[src/rtl/tlc_pkg.sv]
package tlc_pkg;

  typedef enum logic [1:0] {
    LAMP_GO      = 2'b00,
    LAMP_CAUTION = 2'b01,
    LAMP_STOP    = 2'b10
  } lamp_t;

  typedef enum logic [1:0] {
    PH_HWY_GO       = 2'b00,
    PH_HWY_CAUTION  = 2'b01,
    PH_FARM_GO      = 2'b11,
    PH_FARM_CAUTION = 2'b10
  } phase_t;

  // Phase advance rule shared by both register encodings.
  function automatic phase_t phase_step(phase_t cur, logic car, logic short_done,
                                        logic long_done);
    phase_t nxt;
    nxt = cur;
    case (cur)
      PH_HWY_GO:       if (car && long_done) nxt = PH_HWY_CAUTION;
      PH_HWY_CAUTION:  if (short_done) nxt = PH_FARM_GO;
      PH_FARM_GO:      if (!car || long_done) nxt = PH_FARM_CAUTION;
      PH_FARM_CAUTION: if (short_done) nxt = PH_HWY_GO;
      default:         nxt = PH_HWY_GO;
    endcase
    return nxt;
  endfunction

endpackage

[src/rtl/tlc_interval_timer.sv]
module tlc_interval_timer #(
  parameter int SHORT_CYC = 4,
  parameter int LONG_CYC  = 16
) (
  input  logic clk,
  input  logic rst,
  input  logic restart,
  output logic short_done,
  output logic long_done
);
  localparam int CW = (LONG_CYC > 2) ? $clog2(LONG_CYC) : 1;
  localparam logic [CW-1:0] SHORT_LIM = CW'(SHORT_CYC - 1);
  localparam logic [CW-1:0] LONG_LIM  = CW'(LONG_CYC - 1);

  logic [CW-1:0] elapsed;

  // Saturating count of cycles spent in the current phase.
  always_ff @(posedge clk) begin
    if (rst || restart) begin
      elapsed <= '0;
    end else if (elapsed != LONG_LIM) begin
      elapsed <= elapsed + 1'b1;
    end
  end

  assign short_done = (elapsed >= SHORT_LIM);
  assign long_done  = (elapsed >= LONG_LIM);

endmodule

[src/rtl/tlc_phase_seq.sv]
module tlc_phase_seq
  import tlc_pkg::*;
#(
  parameter bit ONE_HOT = 1'b0
) (
  input  logic   clk,
  input  logic   rst,
  input  logic   car,
  input  logic   short_done,
  input  logic   long_done,
  output phase_t cur_phase,
  output phase_t nxt_phase,
  output logic   restart
);

  assign nxt_phase = phase_step(cur_phase, car, short_done, long_done);
  assign restart   = (nxt_phase != cur_phase);

  generate
    if (ONE_HOT) begin : g_onehot
      // bit 0 hwy green, bit 1 hwy yellow, bit 2 farm green, bit 3 farm yellow
      logic [3:0] hot_q;
      logic [3:0] hot_d;

      always_comb begin
        case (nxt_phase)
          PH_HWY_CAUTION:  hot_d = 4'b0010;
          PH_FARM_GO:      hot_d = 4'b0100;
          PH_FARM_CAUTION: hot_d = 4'b1000;
          default:         hot_d = 4'b0001;
        endcase
      end

      always_ff @(posedge clk) begin
        if (rst) hot_q <= 4'b0001;
        else     hot_q <= hot_d;
      end

      always_comb begin
        if (hot_q[1])      cur_phase = PH_HWY_CAUTION;
        else if (hot_q[2]) cur_phase = PH_FARM_GO;
        else if (hot_q[3]) cur_phase = PH_FARM_CAUTION;
        else               cur_phase = PH_HWY_GO;
      end
    end else begin : g_binary
      phase_t ph_q;

      always_ff @(posedge clk) begin
        if (rst) ph_q <= PH_HWY_GO;
        else     ph_q <= nxt_phase;
      end

      assign cur_phase = ph_q;
    end
  endgenerate

endmodule

[src/rtl/tlc_lamp_drive.sv]
module tlc_lamp_drive
  import tlc_pkg::*;
(
  input  logic       clk,
  input  logic       rst,
  input  phase_t     nxt_phase,
  output logic [1:0] hwy_lamp,
  output logic [1:0] farm_lamp
);

  lamp_t hwy_d;
  lamp_t farm_d;

  always_comb begin
    hwy_d  = LAMP_STOP;
    farm_d = LAMP_STOP;
    case (nxt_phase)
      PH_HWY_GO:       hwy_d  = LAMP_GO;
      PH_HWY_CAUTION:  hwy_d  = LAMP_CAUTION;
      PH_FARM_GO:      farm_d = LAMP_GO;
      PH_FARM_CAUTION: farm_d = LAMP_CAUTION;
      default:         hwy_d  = LAMP_GO;
    endcase
  end

  // Decoded from the next phase, so the lamp flops line up with the phase register.
  always_ff @(posedge clk) begin
    if (rst) begin
      hwy_lamp  <= LAMP_GO;
      farm_lamp <= LAMP_STOP;
    end else begin
      hwy_lamp  <= hwy_d;
      farm_lamp <= farm_d;
    end
  end

endmodule

[src/rtl/tlc_ctrl.sv]
module tlc_ctrl
  import tlc_pkg::*;
#(
  parameter int SHORT_CYC = 4,
  parameter int LONG_CYC  = 16,
  parameter bit ONE_HOT   = 1'b0
) (
  input  logic       clk,
  input  logic       rst,
  input  logic       car_wait,
  output logic [1:0] hwy_lamp,
  output logic [1:0] farm_lamp
);

  logic   short_done;
  logic   long_done;
  logic   restart;
  phase_t cur_phase;
  phase_t nxt_phase;

  tlc_interval_timer #(
    .SHORT_CYC(SHORT_CYC),
    .LONG_CYC (LONG_CYC)
  ) u_timer (
    .clk       (clk),
    .rst       (rst),
    .restart   (restart),
    .short_done(short_done),
    .long_done (long_done)
  );

  tlc_phase_seq #(
    .ONE_HOT(ONE_HOT)
  ) u_seq (
    .clk       (clk),
    .rst       (rst),
    .car       (car_wait),
    .short_done(short_done),
    .long_done (long_done),
    .cur_phase (cur_phase),
    .nxt_phase (nxt_phase),
    .restart   (restart)
  );

  tlc_lamp_drive u_lamps (
    .clk      (clk),
    .rst      (rst),
    .nxt_phase(nxt_phase),
    .hwy_lamp (hwy_lamp),
    .farm_lamp(farm_lamp)
  );

endmodule

[config.mk]
export PLATFORM = sky130hd
export DESIGN_NAME = tlc_ctrl
export DESIGN_NICKNAME = d
export VERILOG_FILES = /design/src/rtl/tlc_pkg.sv /design/src/rtl/tlc_interval_timer.sv /design/src/rtl/tlc_phase_seq.sv /design/src/rtl/tlc_lamp_drive.sv /design/src/rtl/tlc_ctrl.sv
export SDC_FILE = /design/constraint.sdc
export NUM_CORES = 1
export LEC_CHECK = 0
export ABC_CLOCK_PERIOD_IN_PS = 2000
export BUFFER_PORTS_ARGS = -buffer_cell sky130_fd_sc_hd__buf_2
export CORE_UTILIZATION = 25
export CTS_CLUSTER_DIAMETER = 150
export DETAILED_ROUTE_END_ITERATION = 16
export MAX_ROUTING_LAYER = met4
export SYNTH_ARGS = -nofsm -noshare
export SYNTH_HDL_FRONTEND = slang
export SYNTH_SLANG_ARGS = --single-unit
[constraint.sdc]
create_clock -name clk -period 2 [get_ports clk]
set_input_delay 0.1 -clock clk [delete_from_list [all_inputs] [get_ports clk]]
set_output_delay 0.1 -clock clk [all_outputs]
set_load 0.005 [all_outputs]
==> results of run 1 <==
==> cells by family (layout without fill, tap and decap cells) <==
| logic type | after synthesis | in the layout | synth area share |
|---|---|---|---|
| simple gates | 17 | 17 | 0.216 |
| compound gates | 10 | 10 | 0.160 |
| flops | 10 | 10 | 0.448 |
| buf+inv | 6 | 13 | 0.0868 |
| xor+xnor | 2 | 2 | 0.0392 |
| fa+ha+maj | 1 | 1 | 0.0280 |
| mux | 1 | 1 | 0.0224 |
==> power breakdown <==
part	internal [mW]	switching [mW]
sequential	0.204	0.00669
combinational	0.00997	0.0117
clock	0.110	0.0688
total	0.325	0.0871
==> worst register-to-register path, cell delays in order, from the launching register on <==
cell and delay [ns]:
dfxtp_1 0.34, ha_1 0.31, nor3_1 0.25, o221ai_1 0.24, a2111oi_0 0.29
==> worst max path at each step <==
stage | startpoint | endpoint
detailed placement | u_timer.elapsed[0] | u_timer.elapsed[3]
finish | u_timer.elapsed[0] | u_timer.elapsed[3]
global route | u_timer.elapsed[0] | u_timer.elapsed[3]
global placement | u_timer.elapsed[0] | u_lamps.farm_lamp[0]
floorplan | u_timer.elapsed[0] | u_lamps.farm_lamp[0]
CTS | u_timer.elapsed[0] | u_timer.elapsed[3]
==> sequential cells by signal (all words and copies together), names as in the netlist <==
signal	count
u_lamps.farm_lamp	2
u_seq.cur_phase	2
u_timer.elapsed	4
u_lamps.hwy_lamp	2
==> synthesized netlist by cell type <==
library cell | n | share of area
a21o_1 | 1 | 0.017
buf_2 | 1 | 0.011
a22oi_1 | 1 | 0.017
ha_1 | 1 | 0.028
o21ai_0 | 1 | 0.011
nand3_1 | 2 | 0.022
and2_1 | 1 | 0.014
mux2i_1 | 1 | 0.022
a21oi_1 | 1 | 0.011
nor2b_1 | 1 | 0.014
xnor2_1 | 2 | 0.039
a41oi_1 | 1 | 0.020
o221ai_1 | 1 | 0.020
dfxtp_1 | 10 | 0.45
o31ai_1 | 1 | 0.017
nor3_1 | 5 | 0.056
nand3b_1 | 1 | 0.017
nand2_1 | 2 | 0.017
and3_2 | 1 | 0.017
or3b_2 | 1 | 0.020
or4b_1 | 1 | 0.022
a2111oi_0 | 1 | 0.020
a31oi_1 | 1 | 0.014
buf_6 | 2 | 0.050
nor2_1 | 2 | 0.017
inv_1 | 3 | 0.025
o22ai_1 | 1 | 0.014
==> layer usage <==
layer / routed length [um] / share of wire / vias to the layer above / track usage
met4: 0 / 0 / 0 / 0.0364
met1: 342 / 0.43 / 188 / 0.110
met5: 0 / 0 / - / -
li1: - / - / 184 / -
met2: 416 / 0.52 / 18 / 0.129
met3: 45 / 0.056 / 0 / 0.0490
==> layout make-up <==
cell class | instances | area (sq um)
Fill cell | 176 | 1080
Multi-Input combinational cell | 31 | 208
Sequential cell | 10 | 200
Clock buffer | 4 | 36.3
Timing Repair Buffer | 6 | 30.0
Tap cell | 24 | 30.0
Inverter | 3 | 11.3
==> stage by stage <==
step | area, sq um | std cells | total power, mW | worst slack, ns
final | 515 | 78 | 0.412 | 0.474
after global routing | 515 | 78 | 0.432 | 0.394
after CTS | 515 | 78 | 0.420 | 0.485
after detailed placement | 479 | 74 | 0.237 | 0.509
after global placement | 479 | 74 | 0.237 | 0.537
after floorplan | 447 | 47 | 0.232 | 0.559
==> summary.txt, run 1 <==
Clock network
  • Clk buf depth: 2
  • Resized cells post-CTS: 0
  • CTS H-tree lvls: 1
  • Clock sinks: 10
  • TritonCTS clock tree: built
  • CTS buffer count: 3
  • Clock slew seen by the registers of the worst setup and hold paths: 0.07 ns
  • Root buffer cell: clkbuf_4
  • CTS Hold Bufs: 0
  • Setup Buffers After CTS: 0
  • Clock Latency Late Sink: 0.26 ns

Worst setup path
  • Setup CP Type: reg -> reg
  • CP required: 2.16 ns
  • Reg2reg setup slack: 0.47 ns
  • Worst stage delay on the critical path: 0.34 ns
  • Critical path endpoint category: register
  • Buf+Inv Stages, Crit Path: 0
  • CP Depth: 4
  • R2R cell count: 4
  • Crit Path Max Fanout: 9
  • Startpoint Class: register
  • Reg2reg end: u_timer.elapsed[3]
  • CP delay by family, top: compound AO/OA/AOI/OAI gates
  • Crit-path slowest cell: dfxtp_1
  • Crit path cell chain: ha_1 > nor3_1 > o221ai_1 > a2111oi_0
  • Crit path DAT: 1.68 ns
  • Crit Reg-Reg Startpoint: u_timer.elapsed[0]

Detailed routing
  • Via/cell ratio: 5.00
  • DR iter-0 viols: 11
  • Drt drc: 0
  • DRT Pass-1 Iters: 4
  • Routed length per placed instance: 10.3 um
  • Final WL: 804 um
  • Antenna-violating nets left: 0
  • Via Count: 390

Yosys
  • Yosys warns: 0
  • Synth Instances: 47
  • Sequential share of the synthesized area: 0.448
  • Yosys reg bits: 10
  • Syn avg cell area: 9.50 sq um
  • Synth Cell Area: 447 sq um
  • Count of different cell masters after synthesis: 27
  • Syn_nets: 51

Layout
  • Final core occ: 0.323
  • Commonest non-fill, non-tap cell in the layout: dfxtp_1
  • Layout area overhead: 15.4%
  • Layout Nets: 59
  • Fraction of layout cells with a size suffix above 1: 0.222
  • N_diodes: 0
  • Most frequent cells in the layout: dfxtp_1, buf_2, nor3_1

STA
  • Max Transition Viols Final: 0
  • Worst Max-Slew Pin Slew: 0.390 ns
  • Fmax: 0.655 GHz
  • Final period demand of the worst path: 1.53 ns
  • Clock Skew: 0.00796 ns
  • # setup viols final: 0
  • RSZ-0062 raised after global routing: false
  • Final hold vios: 0
  • Fin Setup TNS: 0 ns
  • Final worst-path cycle share: 0.763
  • Slew HR: 0.740
  • WHS: 0.0249 ns

Global route
  • GR Util All Layers: 0.0923
  • Initial antenna violation count: 0
  • First-pass GRT wire length: 1.26 mm
  • Global route overflow: 0
  • Vias in the first global route: 319
  • Largest net degree at the start of global routing: 11

Hold path
  • Min-Delay Path Depth: 2
  • Worst hold path type: in -> reg
  • Min-Delay Startpoint: rst
  • Hold path endpoint: u_lamps.hwy_lamp[0]

Power and ir drop
  • LEAKAGE: 0.215 nW
  • Peak supply drop: 304 uV
  • Power Dens Cells: 799 nW/um^2

Floorplanning
  • Top Ports: 7
  • Initial core utilization: 0.280
  • Die area: 1960 sq um
  • Die height: 44.3 um
  • Die W: 44.3 um
  • Num rows: 14
  • Placeable Area: 1590 sq um

Flow run
  • Max-cap violations: 0

Placement
  • Count of input and output buffers: 6
  • Placer congestion estimate: 0.774
  • Dpl hpwl: 567 um

Outcome
  • Status: complete, no violations
(Power assumes the default switching activity.)
==> run 2: changes to the inputs <==
Settings changed: ABC_AREA from default to 1, ABC_CLOCK_PERIOD_IN_PS 2000 to 1300.
Clock period 2 ns to 1.3 ns, I/O delays scaled along.
==> run 2 against run 1 <==
Against the previous run:
- largest power group unchanged
- power increased by 81%
- largest cell class unchanged
- count of clock-buffer cells in the layout unchanged
- routed wire length increased by 15%
- final cell count increased by 5.1%
==> summary.txt, run 2 <==
Yosys
  • Synth area leaders: dfxtp_1, nand2_1, inv_1
  • Asr flop ratio synth: 0 (unchanged)
  • Largest family of logic cells by synthesized area: simple AND/OR/NAND/NOR gates
  • Count of different cell masters after synthesis: 18 (-33%)
  • Synth Flop Type: dfxtp_1
  • Synth Instances: 56 (+19%)
  • Synth Cell Area: 442 sq um (-1.1%)
  • Simple-Gate Fraction of Synth Area: 0.368 (+0.153)
  • Mux cell area share after synthesis: 0 (-0.0224)
  • Share of the synthesized area in the top cell type: 0.453 (+0.00508)
  • Yosys warns: 0 (unchanged)
  • Adder and majority gate portion of the synthesized area: 0.0283 (+0.000317)
  • Cell taking the most area after synthesis: dfxtp_1
  • Compound-cell area share of the yosys netlist: 0.0538 (-0.106)
  • Yosys reg bits: 10 (unchanged)
  • Synth Area in XOR/XNOR: 0.0198 (-0.0194)
  • EDFF count, synth: 0 (unchanged)
  • Sequential share of the synthesized area: 0.453 (+0.00508)
  • Syn avg cell area: 7.89 sq um (-17%)
  • Most frequent cells after synthesis: dfxtp_1, nand2_1, inv_1
  • Syn_nets: 60 (+18%)

STA
  • Worst Max-Slew Pin Slew: 0.259 ns (-0.131 ns)
  • Final worst-path cycle share: 0.935 (+0.172)
  • Worst Slack Setup Final: 0.0842 ns (-0.389 ns)
  • Fmax: 0.823 GHz (+26%)
  • Max Transition Viols Final: 0 (unchanged)
  • Final hold vios: 0 (unchanged)
  • Final period demand of the worst path: 1.22 ns (-0.311 ns)
  • Fin Setup TNS: 0 ns (unchanged)
  • Clock Skew: 0.00442 ns (-0.00353 ns)
  • Slew HR: 0.826 (+0.0858)
  • # setup viols final: 0 (unchanged)
  • RSZ-0062 raised after global routing: false

Worst setup path
  • Reg2reg setup slack: 0.08 ns (-0.39 ns)
  • Startpoint Class: register
  • Reg2reg end: u_timer.elapsed[0]
  • Crit Path Max Fanout: 4 (-5)
  • Critical path endpoint category: register
  • R2R cell count: 6 (+2)
  • Crit Reg-Reg Startpoint: u_timer.elapsed[1]
  • CP required: 1.45 ns (-0.71 ns)
  • Crit path DAT: 1.37 ns (-0.31 ns)
  • Setup CP Type: reg -> reg

Hold path
  • Worst hold path type: in -> reg
  • Min-Delay Path Depth: 2 (unchanged)
  • Hold path endpoint: u_lamps.farm_lamp[0]
  • Min-Delay Startpoint: rst

Layout
  • Layout area overhead: 34.8%
  • N_diodes: 0 (unchanged)
  • Reg with most FFs: u_timer.elapsed
  • # fillers: 167 (-5.1%)
  • Most frequent cells in the layout: dfxtp_1, nand2_1, inv_1
  • Fraction of layout cells with a size suffix above 1: 0.424 (+0.202)
  • Post-Layout Cell Count: 82 (+5.1%)
  • Layout Nets: 71 (+20%)
  • Max reg flops: 4 (unchanged)
  • Commonest non-fill, non-tap cell in the layout: dfxtp_1

Placement
  • Dpl ws: 0.0566 ns (-0.452 ns)
  • Dpl hpwl: 580 um (+2.4%)
  • Count of input and output buffers: 6 (unchanged)
  • Cells after DPL: 78 (+5.4%)
  • Placer congestion estimate: 0.828 (+7.0%)

Floorplanning
  • Initial core utilization: 0.280 (about the same)
  • Die area: 1940 sq um (-1.1%)
  • Die height: 44.0 um (-0.54%)
  • Top Ports: 7 (unchanged)
  • Num rows: 14 (unchanged)
  • Die W: 44.0 um (-0.54%)
  • Placeable Area: 1580 sq um (-1.1%)

Global route
  • GR Util All Layers: 0.0989 (+0.00670)
  • Initial antenna violation count: 0 (unchanged)
  • Largest net degree at the start of global routing: 7 (-4)
  • First-pass GRT wire length: 1.37 mm (+8.2%)
  • Vias in the first global route: 366 (+15%)
  • Global route overflow: 0 (unchanged)

Clock network
  • Setup Buffers After CTS: 0 (unchanged)
  • Clock slew seen by the registers of the worst setup and hold paths: 0.07 ns (about the same)
  • TritonCTS clock tree: built
  • CTS Hold Bufs: 0 (unchanged)
  • Clk buf depth: 2 (unchanged)
  • Clock Latency Late Sink: 0.26 ns (about the same)
  • CTS buffer count: 3 (unchanged)
  • Root buffer cell: clkbuf_4
  • Resized cells post-CTS: 0 (unchanged)
  • CTS H-tree lvls: 1 (unchanged)
  • Clock sinks: 10 (unchanged)

Power and ir drop
  • Power Dens Cells: 1250 nW/um^2 (+57%)
  • LEAKAGE: 0.257 nW (+19%)
  • Peak supply drop: 612 uV (+100%)

Detailed routing
  • Via/cell ratio: 4.73 (-5.4%)
  • Final WL: 924 um (+15%)
  • DRT Pass-1 Iters: 2 (-2)
  • DR iter-0 viols: 1 (-10)
  • Routed length per placed instance: 11.3 um (+9.3%)
  • Drt drc: 0 (unchanged)
  • Antenna-violating nets left: 0 (unchanged)
  • Via Count: 388 (-0.51%)

Outcome
  • Status: complete, no violations

Flow run
  • Max-cap violations: 0 (unchanged)
-- run 2: cell types whose count changed in the layout (fill, tap and decap cells not counted), moves of 2 or more --
cell	delta
inv_1	+4
inv_2	+2
nand2_1	+6
nand2_2	+3
nand3_2	+3
nor2_1	+4
nor3_1	-4
nor3_2	+4
-- run 2: worst max-delay path by stage --
stage	depth (start not counted)	from	slack, ns	to
after global routing	6	u_timer.elapsed[0]	0.01	u_timer.elapsed[0]
final	6	u_timer.elapsed[1]	0.08	u_timer.elapsed[0]
after global placement	7	u_timer.elapsed[0]	0.06	u_lamps.farm_lamp[0]
after CTS	7	u_timer.elapsed[0]	0.05	u_lamps.farm_lamp[0]
after floorplan	7	u_timer.elapsed[0]	0.15	u_lamps.farm_lamp[0]
after detailed placement	7	u_timer.elapsed[0]	0.06	u_lamps.farm_lamp[0]
-- run 2: through the flow --
step,cell area [sq um],hold WS (ns),power (mW),util
after detailed placement,492,0.308,0.441,0.312
after global placement,492,0.309,0.440,0.312
final,596,0.0416,0.745,0.378
after floorplan,442,0.135,0.414,-
after global routing,596,0.0462,0.783,0.378
after CTS,528,0.0314,0.714,0.335
-- run 2: final cells by class --
type                       instances  area (sq um)  share of cell area
tap                               16          20.0              0.0336
inverter                           9          33.8              0.0567
sequential                        10           200               0.336
timing repair buffer               6          30.0              0.0504
multi-input combinational         37           275               0.462
clock buffer                       4          36.3              0.0609
-- run 2: cell families after synthesis --
logic type,after synthesis
simple gates,31
flops,10
buf+inv,9
compound gates,4
xor+xnor,1
fa+ha+maj,1
-- run 2: per-layer routing --
metal,share of wire,GRT usage,vias to the layer above
met2,0.52,0.159,8
met3,0.029,0.0245,4
met1,0.43,0.112,175
met5,0,-,-
met4,0.021,0.0545,0
li1,-,-,201
-- run 2: critical path, stage by stage (launching register included) --
cell and delay (ns):
dfxtp_1 0.40, ha_4 0.18, nand3_2 0.12, nand2_1 0.11, nand3_1 0.08, nand2_2 0.14
nor3_1 0.06
-- run 2: power breakdown --
part | switching (mW) | internal, mW | total, mW | leakage (nW)
registers | 0.0220 | 0.330 | 0.352 | 0.0817
logic | 0.0640 | 0.0508 | 0.115 | 0.154
clock network | 0.109 | 0.170 | 0.279 | 0.0210
total | 0.195 | 0.550 | 0.745 | 0.257
